`config.mk`:
```
export PLATFORM = sky130hd
export DESIGN_NAME = hisc_top
export DESIGN_NICKNAME = d
export VERILOG_FILES = /design/src/rtl/hisc_pkg.sv /design/src/rtl/hisc_ctl_bits.sv /design/src/rtl/hisc_sem_bit.sv /design/src/rtl/hisc_conn_bit.sv /design/src/rtl/hisc_top.sv
export SDC_FILE = /design/constraint.sdc
export NUM_CORES = 1
export LEC_CHECK = 0
export CORE_AREA = 4 4 41 43
export CTS_BUF_LIST = sky130_fd_sc_hd__clkbuf_8
export DETAILED_ROUTE_END_ITERATION = 6
export DIE_AREA = 0 0 45 47
export HOLD_SLACK_MARGIN = 0.05
export PLACE_DENSITY_LB_ADDON = 0.25
export SLEW_MARGIN = 20
export SYNTH_ARGS = -nofsm -noshare
export SYNTH_HDL_FRONTEND = slang
export SYNTH_HIERARCHICAL = 1
export SYNTH_SLANG_ARGS = --single-unit
export TNS_END_PERCENT = 1
```
`constraint.sdc`:
```
create_clock -name clk -period 1.9 [get_ports clk]
set_input_delay 0.19 -clock clk [delete_from_list [all_inputs] [get_ports clk]]
set_output_delay 0.19 -clock clk [all_outputs]
set_load 0.03 [all_outputs]
```
`src/rtl/hisc_pkg.sv`:
```
package hisc_pkg;
  localparam int REG_W = 8;

  typedef struct packed {
    logic abort;
    logic srst;
    logic sigp;
    logic sem;
    logic conn;
    logic fly;
    logic scsi;
    logic dma;
  } hisc_reg_t;
endpackage

```
`src/rtl/hisc_ctl_bits.sv`:
```
module hisc_ctl_bits (
  input  logic clk,
  input  logic rst_n,
  input  logic wr_en,
  input  logic wr_abort,
  input  logic wr_srst,
  input  logic wr_sigp,
  input  logic aux_rd,
  input  logic wait_pend,
  output logic abort_q,
  output logic srst_q,
  output logic sigp_q,
  output logic wait_jump
);
  always_ff @(posedge clk or negedge rst_n) begin
    if (!rst_n) begin
      abort_q <= 1'b0;
      srst_q  <= 1'b0;
      sigp_q  <= 1'b0;
    end else begin
      if (wr_en) srst_q <= wr_srst;

      if (srst_q)     abort_q <= 1'b0;
      else if (wr_en) abort_q <= wr_abort;

      if (srst_q)      sigp_q <= 1'b0;
      else if (wr_en)  sigp_q <= wr_sigp;
      else if (aux_rd) sigp_q <= 1'b0;
    end
  end

  assign wait_jump = wait_pend & sigp_q;


  abort_load_chk: assert property (@(posedge clk) disable iff (!rst_n)
    (wr_en && !srst_q) |=> (abort_q == $past(wr_abort)));

  srst_sticky_chk: assert property (@(posedge clk) disable iff (!rst_n)
    (srst_q && !wr_en) |=> srst_q);

  srst_abort_clr_chk: assert property (@(posedge clk) disable iff (!rst_n)
    srst_q |=> (!abort_q && !sigp_q));

  sigp_consume_chk: assert property (@(posedge clk) disable iff (!rst_n)
    (aux_rd && !wr_en) |=> !sigp_q);

  jump_follow_chk: assert property (@(posedge clk) disable iff (!rst_n)
    (wr_en && wr_sigp && !srst_q) ##1 wait_pend |-> wait_jump);
endmodule

```
`src/rtl/hisc_sem_bit.sv`:
```
module hisc_sem_bit (
  input  logic clk,
  input  logic rst_n,
  input  logic srst,
  input  logic seq_set,
  input  logic seq_clr,
  input  logic wr_en,
  input  logic wr_val,
  output logic sem_q
);
  logic set_any, clr_any;

  assign set_any = seq_set | (wr_en & wr_val);
  assign clr_any = seq_clr | (wr_en & ~wr_val);

  always_ff @(posedge clk or negedge rst_n) begin
    if (!rst_n)       sem_q <= 1'b0;
    else if (srst)    sem_q <= 1'b0;
    else if (set_any) sem_q <= 1'b1;
    else if (clr_any) sem_q <= 1'b0;
  end


  sem_set_wins_chk: assert property (@(posedge clk) disable iff (!rst_n)
    (seq_set && !srst) |=> sem_q);

  sem_clr_chk: assert property (@(posedge clk) disable iff (!rst_n)
    (seq_clr && !seq_set && !wr_en) |=> !sem_q);

  sem_srst_chk: assert property (@(posedge clk) disable iff (!rst_n)
    srst |=> !sem_q);
endmodule

```
`src/rtl/hisc_conn_bit.sv`:
```
module hisc_conn_bit (
  input  logic clk,
  input  logic rst_n,
  input  logic srst,
  input  logic conn_evt,
  input  logic disc_evt,
  output logic conn_q
);
  always_ff @(posedge clk or negedge rst_n) begin
    if (!rst_n)        conn_q <= 1'b0;
    else if (srst)     conn_q <= 1'b0;
    else if (conn_evt) conn_q <= 1'b1;
    else if (disc_evt) conn_q <= 1'b0;
  end


  conn_set_chk: assert property (@(posedge clk) disable iff (!rst_n)
    (conn_evt && !srst) |=> conn_q);

  conn_drop_chk: assert property (@(posedge clk) disable iff (!rst_n)
    (disc_evt && !conn_evt) |=> !conn_q);

  conn_hold_chk: assert property (@(posedge clk) disable iff (!rst_n)
    (!conn_evt && !disc_evt && !srst) |=> (conn_q == $past(conn_q)));
endmodule

```
`src/rtl/hisc_top.sv`:
```
module hisc_top
  import hisc_pkg::*;
#(
  parameter int DATA_W = REG_W
) (
  input  logic              clk,
  input  logic              rst_n,
  input  logic              host_wr,
  input  logic [DATA_W-1:0] host_wdata,
  output logic [DATA_W-1:0] host_rdata,
  input  logic              aux_rd,
  input  logic              seq_sem_set,
  input  logic              seq_sem_clr,
  input  logic              conn_evt,
  input  logic              disc_evt,
  input  logic              fly_irq,
  input  logic              scsi_irq,
  input  logic              dma_irq,
  input  logic              wait_pend,
  output logic              abort_req,
  output logic              soft_rst,
  output logic              wait_jump
);
  hisc_reg_t wr_fields;
  hisc_reg_t rd_fields;
  logic abort_q, srst_q, sigp_q, sem_q, conn_q;

  assign wr_fields = hisc_reg_t'(host_wdata[REG_W-1:0]);

  hisc_ctl_bits u_ctl (
    .clk       (clk),
    .rst_n     (rst_n),
    .wr_en     (host_wr),
    .wr_abort  (wr_fields.abort),
    .wr_srst   (wr_fields.srst),
    .wr_sigp   (wr_fields.sigp),
    .aux_rd    (aux_rd),
    .wait_pend (wait_pend),
    .abort_q   (abort_q),
    .srst_q    (srst_q),
    .sigp_q    (sigp_q),
    .wait_jump (wait_jump)
  );

  hisc_sem_bit u_sem (
    .clk     (clk),
    .rst_n   (rst_n),
    .srst    (srst_q),
    .seq_set (seq_sem_set),
    .seq_clr (seq_sem_clr),
    .wr_en   (host_wr),
    .wr_val  (wr_fields.sem),
    .sem_q   (sem_q)
  );

  hisc_conn_bit u_conn (
    .clk      (clk),
    .rst_n    (rst_n),
    .srst     (srst_q),
    .conn_evt (conn_evt),
    .disc_evt (disc_evt),
    .conn_q   (conn_q)
  );

  always_comb begin
    rd_fields       = '0;
    rd_fields.abort = abort_q;
    rd_fields.srst  = srst_q;
    rd_fields.sigp  = sigp_q;
    rd_fields.sem   = sem_q;
    rd_fields.conn  = conn_q;
    rd_fields.fly   = fly_irq;
    rd_fields.scsi  = scsi_irq;
    rd_fields.dma   = dma_irq;
  end

  generate
    if (DATA_W > REG_W) begin : g_pad
      assign host_rdata = {{(DATA_W-REG_W){1'b0}}, rd_fields};
    end else begin : g_exact
      assign host_rdata = rd_fields;
    end
  endgenerate

  assign abort_req = abort_q;
  assign soft_rst  = srst_q;


  srst_out_chk: assert property (@(posedge clk) disable iff (!rst_n)
    (host_wr && host_wdata[6]) |=> soft_rst);

  conn_wr_ignore_chk: assert property (@(posedge clk) disable iff (!rst_n)
    (host_wr && !conn_evt && !disc_evt && !soft_rst) |=> (host_rdata[3] == $past(host_rdata[3])));
endmodule

```
# After elaboration in Yosys (flattened, before gate mapping)
# Index checks and enable logic that the tools add are counted.
[word_totals]
regBits = 5
in_bits = 20
out_inout_bits = 11
wordCells = 26
[classes]
mux = 11
n_bitwise = 6
n_reduce_logical = 4
[op_table]
columns = ["cell", "count"]
rows = [
  ["1-bit two-way mux", 11],
  ["3-bit nonzero test", 3],
  ["1-bit bitwise AND", 3],
  ["1-bit OR", 2],
  ["2-bit nonzero test", 1],
  ["1-bit NOT", 1],
]

# Logic depth before layout (Yosys ltp)
[logic_depth]
word_depth = 6
depth_mapped = 2
mapped_depth_nobuf = 2

# Modules after synthesis
# The synthesis kept the hierarchy.
[modules_own_cells]
columns = ["module", "n_inst", "cells_per_inst", "area_per_inst_um2", "seq_area_each_um2"]
rows = [
  ["hisc_ctl_bits", 1, 10, 123.9, 75.1],
  ["hisc_top", 1, 8, 60.1, 0.0],
  ["hisc_conn_bit", 1, 4, 43.8, 25.0],
  ["hisc_sem_bit", 1, 4, 43.8, 25.0],
]

# Least setup slack after synthesis
# OpenSTA, ideal clock, no wires.
[synth_timing]
path_type = "flip-flop to output port"
startpoint = "register u_ctl.srst_q"
endpoint = "output port host_rdata[6]"
arrival_ns = 0.805
required_time_ns = 1.710
slack_ns = 0.905
stages_incl_launch_ff = 2
n_path_buf = 1
cell_sequence = "dfrtp_1 buf_4"
[synth_rtl]
columns = ["item", "line", "source"]
rows = [
  ["from (decl)", "hisc_ctl_bits.sv:11", "output logic srst_q,"],
  ["from (signal assigned)", "hisc_ctl_bits.sv:21", "if (wr_en) srst_q <= wr_srst;"],
  ["to (decl)", "hisc_top.sv:10", "output logic [DATA_W-1:0] host_rdata,"],
]
# No word-level cell between the ends.

# Worst setup path in the final report
[layout_timing]
startpoint = "register u_ctl.srst_q"
endpoint = "output port soft_rst"
[layout_rtl]
columns = ["item", "line", "source"]
rows = [
  ["to (decl)", "hisc_top.sv:21", "output logic soft_rst,"],
]
# No word-level cell between the ends.

==> key figures <==
Synth
  – Yosys warns: 6
  – Post-synthesis sequential element count: 5
  – Cell count after synthesis: 26
  – Post-Syn Area per Cell: 10.4 sq um
  – Syn Std Cell Area: around 270 sq um
  – Netlist cell types: 12
  – Syn nets: 46
  – Register area share after synthesis: 0.461

Timing
  – Actual slew at the worst max-slew pin: 0.318 ns
  – Final Slew Violations: 0
  – Setup violators final: 0
  – Setup TNS: 0 ns
  – Final period util: 0.846
  – Final Critical Period: 1.61 ns
  – Final-report hold violation count: 0
  – Slew margin rel.: 0.787
  – RSZ-0062 raised after global routing: no
  – Post-Route Skew: 0.00348 ns
  – Fmax: 0.622 GHz

Clocking
  – PostCTS Resize Cnt: 0
  – Clock transition at the registers of the reported paths: 0.04 ns
  – CTS sink count: 5
  – CTS buffer count: 3
  – Post-CTS Setup Bufs: 0
  – CTS H-tree lvls: 1
  – Cts hold-fix bufs: 0
  – CTS max path bufs: 2
  – CTS tree: done
  – Worst skew pair latency: 0.22 ns
  – Clock tree root buffer cell: clkbuf_8

Critical path
  – Critical Path Source Type: register
  – CP max-delay cell: clkdlybuf4s50_1
  – Setup crit end kind: output pin
  – Kind of critical path: register to output pin
  – Crit path launch: u_ctl/srst_q
  – CP Data Arrival Time: 1.42 ns
  – Worst R2R Path Depth: 2
  – Crit-path max FO: 7
  – Required time worst endpoint: 1.71 ns
  – WP buf/inv: 1
  – FF-to-FF End: u_ctl/sigp_q
  – Critical Path Max Stage Delay: 0.73 ns
  – Critical path cell sequence: clkdlybuf4s50_1
  – Kind of cell adding the most delay to the critical path: buffers and inverters
  – Internal reg-to-reg setup slack: 0.98 ns
  – R2r startpoint: u_ctl/sigp_q

Floorplanning
  – I/O Pins: 31
  – Initial Util: 0.209
  – Die W: between 40 and 50 um
  – Die area: roughly 2100 sq um
  – Cell Rows: 13
  – Die height: about 47 um
  – Core area: 1300 sq um

Global route
  – First-pass GRT wire length: 1.12 mm
  – Initial antenna violation count: 0
  – Vias in the first global route: 252
  – Total GRT Usage: 0.0818
  – GRT overflow: 0
  – Pin count of the biggest net entering global routing: 8

Place
  – Placed cell areas: 430 sq um
  – GP Congestion: 0.731
  – # port buffers: 20

Final layout
  – Design area: 475 sq um
  – Syn-to-layout area delta: 75.1%
  – Share of post-route cells with drive strength above 1: 0.119
  – Antenna fix cells: 0
  – Nets: 63
  – Most frequent cells in the layout: clkdlybuf4s50_1, dfrtp_1, clkbuf_8, a21oi_1
  – Most common cell after layout, fill and taps aside: clkdlybuf4s50_1

Detailed routing
  – Final wirelength: 694 um
  – Avg WL per Cell: approximately 12 um
  – Initial DRC count: 2
  – # DRC: 0
  – Vias per std cell: between 3 and 4
  – Antenna Nets Post-Route: 0
  – Number of vias in the routed layout: 221
  – DR pass1 iterations: 2

Outcome
  – Outcome: completed

Power
  – Pwr/cell area: 871 nW/um^2
  – Max IR drop VDD: 395 uV
  – Leak: between 0.2 and 0.25 nW

Hold path
  – Class of the worst hold path: input port to async pin

Job
  – Max-cap violations: 0
[worst max-delay path by stage]
stage	end	slack (ns)	cells after the start
final	soft_rst	0.29	1
after CTS	soft_rst	0.28	1
after detailed placement	wait_jump	0.29	3
after global routing	soft_rst	0.24	1
after global placement	wait_jump	0.30	3
after floorplan	host_rdata[6]	0.90	1
[metrics by stage]
step | utilization | hold WS, ns | setup slack (ns) | std cells | power [mW]
floorplan | - | -0.106 | 0.905 | 26 | 0.192
global placement | 0.331 | 0.380 | 0.299 | 53 | 0.225
detailed placement | 0.331 | 0.380 | 0.294 | 53 | 0.227
CTS | 0.365 | 0.192 | 0.279 | 57 | 0.421
global route | 0.365 | 0.200 | 0.242 | 57 | 0.440
finish | 0.365 | 0.188 | 0.293 | 57 | 0.414
[area by class of cell]
type,count,area [sq um]
repair buffers,20,200
fillers,145,826
clock inverters,1,3.75
clock buffers,3,41.3
flip-flops and latches,5,125
well taps,15,18.8
multi-input cells,12,82.6
inverters,1,3.75
[layer usage]
layer / vias to the layer above / GRT usage / wire, um / share of wire
met2: 17 / 0.136 / 320 / 0.46
met1: 96 / 0.0624 / 258 / 0.37
met4: 0 / 0.0643 / 0 / 0
met3: 0 / 0.0651 / 116 / 0.17
met5: - / 0 / 0 / 0
li1: 108 / - / - / -
[logic make-up (layout without fill, tap and decap cells)]
| family | after synthesis | after routing | synth area share |
|---|---|---|---|
| buffers and inverters | 9 | 25 | 0.235 |
| AND/OR/NAND/NOR | 6 | 6 | 0.138 |
| flip-flops | 5 | 5 | 0.461 |
| AO/OA/AOI/OAI | 4 | 4 | 0.0875 |
| multiplexers | 2 | 2 | 0.0783 |
[state kept, by name, summed over array words and instances (netlist names)]
name           cells
u_conn/conn_q      1
u_ctl/sigp_q       1
u_sem/sem_q        1
u_ctl/srst_q       1
u_ctl/abort_q      1
[synth_stat cells]
master    instances  area [sq um]
a21oi_1           3          15.0
a21oi_2           1          8.76
and2_1            1          6.26
buf_4             8          60.1
dfrtp_1           5           125
inv_1             1          3.75
mux2_2            1          11.3
mux2i_1           1          10.0
nand2_1           1          3.75
nand2b_1          1          6.26
nor2_1            1          3.75
or3b_1            2          17.5
[report_power, final]
part | switching, mW | internal [mW] | total (mW)
logic | 0.0460 | 0.0527 | 0.0987
clock network | 0.0518 | 0.138 | 0.190
registers | 0.00874 | 0.117 | 0.125
Note: power is estimated with default switching activity, not from simulation.
